`src/rtl/dramcfg_pkg.sv`:
```
package dramcfg_pkg;

  localparam int DW        = 32;
  localparam int AW        = 10;
  localparam int LO_DEPTH  = 48;
  localparam int PHY_BASE  = 256;
  localparam int PHY_DEPTH = 32;

  localparam logic [AW-1:0] A_KEY  = 10'h000;
  localparam logic [AW-1:0] A_CONF = 10'h001;
  localparam logic [AW-1:0] A_STAT = 10'h018;
  localparam logic [AW-1:0] A_TEST = 10'h01C;

  localparam logic [DW-1:0] KEY_OPEN = 32'hFC60_0309;
  localparam logic [DW-1:0] KEY_SEAL = 32'hDEAD_DEAD;

  localparam logic [DW-1:0] CONF_RO_MASK = 32'hF00F_C04F;
  localparam logic [DW-1:0] CONF_BASE    = 32'h3000_000C;

  typedef enum logic [7:0] {
    LK_SOFT = 8'h00,
    LK_OPEN = 8'h01,
    LK_HARD = 8'h10
  } lock_e;

  function automatic logic [1:0] size_code(input int mib);
    case (mib)
      512:     return 2'd1;
      1024:    return 2'd2;
      2048:    return 2'd3;
      default: return 2'd0;
    endcase
  endfunction

  function automatic logic always_open(input logic [AW-1:0] a);
    case (a)
      10'h014, 10'h01B, 10'h01D, 10'h01E,
      10'h01F, 10'h022, 10'h023, 10'h02D: return 1'b1;
      default:                            return 1'b0;
    endcase
  endfunction

  function automatic logic [DW-1:0] conf_fixed(input logic [1:0] code);
    return CONF_BASE | {30'b0, code};
  endfunction

  function automatic logic [DW-1:0] shape_write(input logic [AW-1:0] a,
                                                input logic [DW-1:0] d,
                                                input logic [1:0]    code);
    logic [DW-1:0] r;
    r = d;
    case (a)
      A_CONF: r = (d & ~CONF_RO_MASK) | conf_fixed(code);
      A_STAT: r = (d & ~32'h0000_0001) | 32'h0000_0010;
      A_TEST: r = (d & ~32'h0000_2000) | 32'h0000_1000;
      default: r = d;
    endcase
    return r;
  endfunction

  function automatic logic [DW-1:0] reset_word(input logic [AW-1:0] a,
                                               input logic [1:0]    code);
    case (a)
      A_CONF:  return conf_fixed(code);
      10'h100: return 32'h0000_0002;
      10'h11A: return 32'h0000_00FF;
      10'h11F: return 32'h0000_00FF;
      10'h114: return 32'h0FFF_FFFF;
      default: return '0;
    endcase
  endfunction

endpackage

```
`src/rtl/dramcfg_keylock.sv`:
```
module dramcfg_keylock
  import dramcfg_pkg::*;
(
  input  logic          clk,
  input  logic          rst_n,
  input  logic          key_we,
  input  logic [DW-1:0] key_data,
  output lock_e         lock_state
);

  lock_e state_q, state_d;

  always_comb begin
    state_d = state_q;
    if (key_we) begin
      if (key_data == KEY_OPEN)      state_d = LK_OPEN;
      else if (key_data == KEY_SEAL) state_d = LK_HARD;
      else                           state_d = LK_SOFT;
    end
  end

  always_ff @(posedge clk or negedge rst_n) begin
    if (!rst_n) state_q <= LK_SOFT;
    else        state_q <= state_d;
  end

  assign lock_state = state_q;


  hard_sticky_chk: assert property (@(posedge clk) disable iff (!rst_n)
    (state_q == LK_HARD) |=> (state_q == LK_HARD));

endmodule

```
`src/rtl/dramcfg_wordstore.sv`:
```
module dramcfg_wordstore
  import dramcfg_pkg::*;
#(
  parameter int         BASE      = 0,
  parameter int         DEPTH     = 48,
  parameter logic [1:0] SIZE_CODE = 2'd0
) (
  input  logic          clk,
  input  logic          rst_n,
  input  logic          we,
  input  logic [AW-1:0] addr,
  input  logic [DW-1:0] wdata,
  output logic          hit,
  output logic [DW-1:0] rword
);

  localparam int IW = (DEPTH > 1) ? $clog2(DEPTH) : 1;

  logic [DW-1:0] words [DEPTH];
  logic [AW-1:0] rel;
  logic [IW-1:0] idx;

  assign rel = addr - AW'(BASE);
  assign hit = (rel < AW'(DEPTH));
  assign idx = IW'(rel);

  for (genvar i = 0; i < DEPTH; i++) begin : g_word
    localparam logic [AW-1:0] MY_ADDR = AW'(BASE + i);
    logic [DW-1:0] q, d;
    logic          en;

    assign en = we && (addr == MY_ADDR);

    always_comb begin
      d = q;
      if (en) d = wdata;
    end

    always_ff @(posedge clk or negedge rst_n) begin
      if (!rst_n) q <= reset_word(MY_ADDR, SIZE_CODE);
      else        q <= d;
    end

    assign words[i] = q;
  end

  assign rword = hit ? words[idx] : '0;

endmodule

```
`src/rtl/dramcfg_regbank.sv`:
```
module dramcfg_regbank
  import dramcfg_pkg::*;
#(
  parameter int RAM_MIB = 1024
) (
  input  logic        clk,
  input  logic        rst_n,
  input  logic        wr_en,
  input  logic        rd_en,
  input  logic [9:0]  addr,
  input  logic [31:0] wdata,
  output logic [31:0] rdata,
  output logic        rd_valid,
  output logic        write_blocked
);

  localparam logic [1:0] SZ = size_code(RAM_MIB);

  lock_e         lock;
  logic          lo_hit, phy_hit, in_range, exempt, is_key;
  logic          accept, drop, key_we;
  logic [DW-1:0] store_data, lo_word, phy_word, rd_word;

  assign exempt   = always_open(addr);
  assign is_key   = (addr == A_KEY);
  assign in_range = lo_hit || phy_hit;

  // Write gating: exempt first, then hard lock, then key, then soft lock
  always_comb begin
    accept = 1'b0;
    drop   = 1'b0;
    key_we = 1'b0;
    if (wr_en && in_range) begin
      if (exempt)               accept = 1'b1;
      else if (lock == LK_HARD) drop   = 1'b1;
      else if (is_key)          key_we = 1'b1;
      else if (lock == LK_SOFT) drop   = 1'b1;
      else                      accept = 1'b1;
    end
  end

  assign store_data = shape_write(addr, wdata, SZ);

  dramcfg_keylock u_key (
    .clk        (clk),
    .rst_n      (rst_n),
    .key_we     (key_we),
    .key_data   (wdata),
    .lock_state (lock)
  );

  dramcfg_wordstore #(.BASE(0), .DEPTH(LO_DEPTH), .SIZE_CODE(SZ)) u_lo (
    .clk   (clk),
    .rst_n (rst_n),
    .we    (accept && lo_hit),
    .addr  (addr),
    .wdata (store_data),
    .hit   (lo_hit),
    .rword (lo_word)
  );

  dramcfg_wordstore #(.BASE(PHY_BASE), .DEPTH(PHY_DEPTH), .SIZE_CODE(SZ)) u_phy (
    .clk   (clk),
    .rst_n (rst_n),
    .we    (accept && phy_hit),
    .addr  (addr),
    .wdata (store_data),
    .hit   (phy_hit),
    .rword (phy_word)
  );

  assign rd_word = is_key ? {24'b0, lock} : (lo_word | phy_word);

  logic [DW-1:0] rdata_q, rdata_d;
  logic          rvld_q, rvld_d, blk_q, blk_d;

  always_comb begin
    rdata_d = rdata_q;
    if (rd_en) rdata_d = rd_word;
    rvld_d = rd_en;
    blk_d  = drop;
  end

  always_ff @(posedge clk or negedge rst_n) begin
    if (!rst_n) begin
      rdata_q <= '0;
      rvld_q  <= 1'b0;
      blk_q   <= 1'b0;
    end else begin
      rdata_q <= rdata_d;
      rvld_q  <= rvld_d;
      blk_q   <= blk_d;
    end
  end

  assign rdata         = rdata_q;
  assign rd_valid      = rvld_q;
  assign write_blocked = blk_q;


  blk_needs_write_chk: assert property (@(posedge clk) disable iff (!rst_n)
    write_blocked |-> $past(wr_en));


  soft_drop_chk: assert property (@(posedge clk) disable iff (!rst_n)
    (wr_en && in_range && !exempt && !is_key && lock == LK_SOFT) |=> write_blocked);


  oor_quiet_chk: assert property (@(posedge clk) disable iff (!rst_n)
    (wr_en && !in_range) |=> !write_blocked);


  rd_latency_chk: assert property (@(posedge clk) disable iff (!rst_n)
    rd_en |=> rd_valid);


  conf_ro_chk: assert property (@(posedge clk) disable iff (!rst_n)
    (rd_en && addr == A_CONF) |=> ((rdata & CONF_RO_MASK) == conf_fixed(SZ)));

endmodule

```
`config.mk`:
```
export PLATFORM = sky130hd
export DESIGN_NAME = dramcfg_regbank
export DESIGN_NICKNAME = d
export VERILOG_FILES = /design/src/rtl/dramcfg_pkg.sv /design/src/rtl/dramcfg_keylock.sv /design/src/rtl/dramcfg_wordstore.sv /design/src/rtl/dramcfg_regbank.sv
export SDC_FILE = /design/constraint.sdc
export NUM_CORES = 2
export LEC_CHECK = 0
export BUFFER_PORTS_ARGS = -buffer_cell sky130_fd_sc_hd__buf_2
export CAP_MARGIN = 10
export CORE_UTILIZATION = 40
export CTS_CLUSTER_DIAMETER = 80
export DETAILED_ROUTE_END_ITERATION = 6
export SLEW_MARGIN = 20
export SYNTH_ARGS = -nofsm -noshare
export SYNTH_HDL_FRONTEND = slang
export SYNTH_SLANG_ARGS = --single-unit
```
`constraint.sdc`:
```
create_clock -name clk -period 3.9 [get_ports clk]
set_input_delay 1.17 -clock clk [delete_from_list [all_inputs] [get_ports clk]]
set_output_delay 1.17 -clock clk [all_outputs]
set_load 0.05 [all_outputs]
```
==> metrics.md <==
| Metric | Value |
|---|---|
| Num CTS Buffers | 298 |
| Mapped Nets | 9544 |
| PostCTS Resize Cnt | 0 |
| Die area | 290600 um^2 |
| Ys Warns | 0 |
| Critical Path Start Type | register |
| Failing checks | design-rule violations |
| Register area share after synthesis | 0.5631 |
| Top_reg_cell synth | dfrtp_1 |
| Gr usage total | 0.2656 |
| # IOs | 80 |
| Drc violations | 2 |
| Synth area leaders | dfrtp_1 (55%), mux4_2 (11%), mux2_2 (8.1%) |
| Power per cell area | 423.7 nW/um^2 |
| Total gr overflow | 0 |
| Design Area, Final | 135300 um^2 |
| Total clock sinks | 2594 |
| Post-DRT Antenna Nets | 0 |
| Hold_buf cts | 0 |
| FFs w/ async S/R, synth | 1.000 |
| Vias | 80080 |
| Largest net degree at the start of global routing | 130 |
| CTS tree | yes |
| Mapped Area | 115400 um^2 |
| Root Driver | clkbuf_16 |
| Via density per instance | 5.874 |
| Final Critical Period | 3.113 ns |
| CP top delay family | flip-flops |
| Initial antenna violation count | 26 |
| Met3 Wirelength | 27520 um |
| Worst slew pin tran | 1.105 ns |
| Maximum fanout along the worst path | 2 |
| Yosys reg bits | 2594 |
| Synth-to-Final Area Change | 17.30% |
| CTS clk-pin slew, worst paths | 0.06 ns |
| Met2 routed WL | 177800 um |
| Min-Delay Path Class | in -> async |
| Initial Util | 0.4035 |
| Cell Chain, Critical Path | buf_2 |
| WL final | 385800 um |
| WP buf/inv | 1 |
| Post-CTS Setup Repair Bufs | 0 |
| Slowest CP cell | dfrtp_1 |
| Cells after Synth | 9498 |
| Top Layer Used | met5 |
| Fill count | 25060 |
| Max-slew headroom | 0.2591 |
| Final Max Tran Viols | 0 |
| RSZ-0062 raised after global routing | no |
| CP Capture Type | primary output |
| Clk_skew | 0.07815 ns |
| Setup violators final | 0 |
| Clock Latency Late Sink | 0.95 ns |
| Net total in the final layout | 9695 |
| Row count | 196 |
| CP required | 2.73 ns |
| Distinct cells, synth | 78 |
| DP Area | 125900 um^2 |
| Routed wire per std cell | 28.30 um |
| Total Power | 57.34 mW |
| Clock buffer depth | 4 |
| Die Width | 539.1 um |
| Core area | 285900 um^2 |
| Setup CP Type | reg -> out |
| Worst VDD drop | 0.4766 mV |
| First-pass GRT wire length | 568600 um |
| Buffers on Ports | 79 |
| First DRT Iteration DRCs | 8444 |
| H-tree depth | 5 |
| Pleak | 62.78 nW |
| Post-synth EDFFs | 0 |
| WP data arrival | 1.94 ns |
| Achievable Freq | 321.2 MHz |
| Synth top area share | 0.5518 |
| Post-synth top area cell | dfrtp_1 |
| Largest stage delay, worst path | 0.63 ns |
| Max cap viols | 0 |
| Final critical-path share of the clock period | 0.7983 |
| Syn Area/Cell | 12.15 um^2 |
| Status | finished, violations left |
| Die height | 539.1 um |
| First-pass DRT Iterations | 7 |
| Routability cong. | 0.9238 |
| Layout cells sized above 1 | 0.2888 |
| Met1 Routed Length | 155600 um |
| Post-DP HPWL | 257100 um |
| Via count of the first global-routing pass | 81690 |
| Final Hold Viols | 0 |
power by group:
| part | switching, mW | leakage [nW] | internal (mW) | total [mW] |
|---|---|---|---|---|
| Sequential | 0.0729 | 36.0 | 27.0 | 27.0 |
| Combinational | 2.24 | 22.1 | 0.827 | 3.07 |
| Clock | 11.1 | 4.62 | 16.2 | 27.2 |
| Total | 13.4 | 62.8 | 44.0 | 57.3 |
worst paths after layout:
kind | slack, ns | start | endpoint | cells after the start
max | 0.79 | rdata[0]$_DFFE_PN0P_ | rdata[0] | 1
max reg2reg | 1.25 | u_lo.g_word[47].q[30]$_DFFE_PN0P_ | rdata[30]$_DFFE_PN0P_ | 6
min | 0.17 | rst_n | u_phy.g_word[31].q[14]$_DFFE_PN0P_ | 1
max in group asynchronous | 2.25 | rst_n | u_lo.g_word[27].q[26]$_DFFE_PN0P_ | 3
min in group clk | 0.37 | u_lo.g_word[0].q[16]$_DFFE_PN0P_ | u_lo.g_word[0].q[16]$_DFFE_PN0P_ | 0
min reg2reg | 0.37 | u_lo.g_word[0].q[16]$_DFFE_PN0P_ | u_lo.g_word[0].q[16]$_DFFE_PN0P_ | 0
metrics by stage:
stage | std cells | utilization | hold slack [ns] | setup TNS [ns] | setup WS, ns
final | 13630 | 0.4733 | 0.1738 | 0 | 0.7868
after global routing | 13620 | 0.4732 | 0.1573 | 0 | 0.6220
after CTS | 13620 | 0.4732 | 0.1508 | 0 | 0.7744
after detailed placement | 13110 | 0.4403 | 0.3607 | -0.8620 | -0.1973
after global placement | 13110 | 0.4403 | 0.3575 | -0.9319 | -0.2319
after floorplan | 9498 | - | 0.4216 | 0 | 0.5066
cells in the mapped netlist (5+ instances only):
cell type  number
o211ai_1        9
or3_1           9
mux2_2        830
buf_1          28
nor3_1         19
mux4_2        583
o22ai_1        60
nand2b_1       10
nor2b_1        25
o211ai_4       10
buf_6          10
a211oi_1       44
a41oi_1        12
mux2_1        146
or2_2          12
nor3_2          9
buf_2         263
nor2_1        155
a2111oi_4       5
nor4_1         11
mux2i_1       157
o221ai_1       29
clkbuf_1      579
and3_1          8
a22oi_1        68
o21ai_0      1216
nand4_1        15
o211ai_2       49
a211oi_4        7
dfrtp_1      2544
nand2_1      2065
o21ai_1        41
buf_4          67
dfstp_2        50
a31oi_1        20
a221oi_1       23
a32o_1          5
a22o_1         48
a21oi_1       148
nand3_1        43
metal layers:
metal | up-vias | global-route usage
met2 | 3367 | 0.4159
met5 | - | 0
met1 | 41950 | 0.3517
li1 | 33870 | -
met4 | 14 | 0.1484
met3 | 873 | 0.04504
layout make-up:
class / instances / area, um^2 / area share
antenna: 12 / 30.03 / 0.0002219
clock buffer: 458 / 8896 / 0.06573
clock inverter: 50 / 498.0 / 0.003680
inverter: 3 / 11.26 / 0.00008321
multi-input combinational: 5954 / 46900 / 0.3466
sequential: 2594 / 64970 / 0.4801
tap: 3762 / 4707 / 0.03478
timing repair buffer: 798 / 9316 / 0.06884
sequential cells by signal, summed over array words and instances, names as in the netlist:
register / count
rdata: 32
rd_valid: 1
write_blocked: 1
u_phy.g_word.q: 1024
u_lo.g_word.q: 1534
u_key.lock_state: 2
cell usage in the layout, fill, tap and decap left out, drive strengths merged, types with 5 or more instances in the layout:
master | Yosys | routed
clkbuf | 579 | 458
a211oi | 52 | 52
a2111oi | 7 | 7
o22ai | 60 | 60
mux2i | 157 | 157
nor3 | 29 | 29
mux2 | 976 | 976
a22o | 48 | 48
nand3 | 44 | 44
nand4 | 15 | 15
nor2 | 158 | 158
dfstp | 50 | 50
or2 | 13 | 13
o211ai | 68 | 68
a32o | 5 | 5
nor2b | 25 | 25
a22oi | 68 | 68
clkinv | 0 | 32
diode | 0 | 12
o21ai | 1257 | 1257
nand2 | 2066 | 2066
mux4 | 583 | 583
a21oi | 149 | 149
or3 | 9 | 9
and3 | 9 | 9
buf | 368 | 798
a221oi | 23 | 23
inv | 3 | 9
dfrtp | 2544 | 2544
o221ai | 29 | 29
nand2b | 10 | 10
a41oi | 12 | 12
bufinv | 0 | 8
nor4 | 13 | 13
a31oi | 20 | 20
logic make-up after synthesis:
| family | synth area share |
|---|---|
| DFF | 0.5631 |
| and+or+nand+nor | 0.08359 |
| AOI/OAI and AO/OA | 0.09400 |
| muxes | 0.2227 |
| buffers and inverters | 0.03659 |
(Power assumes the default switching activity.)
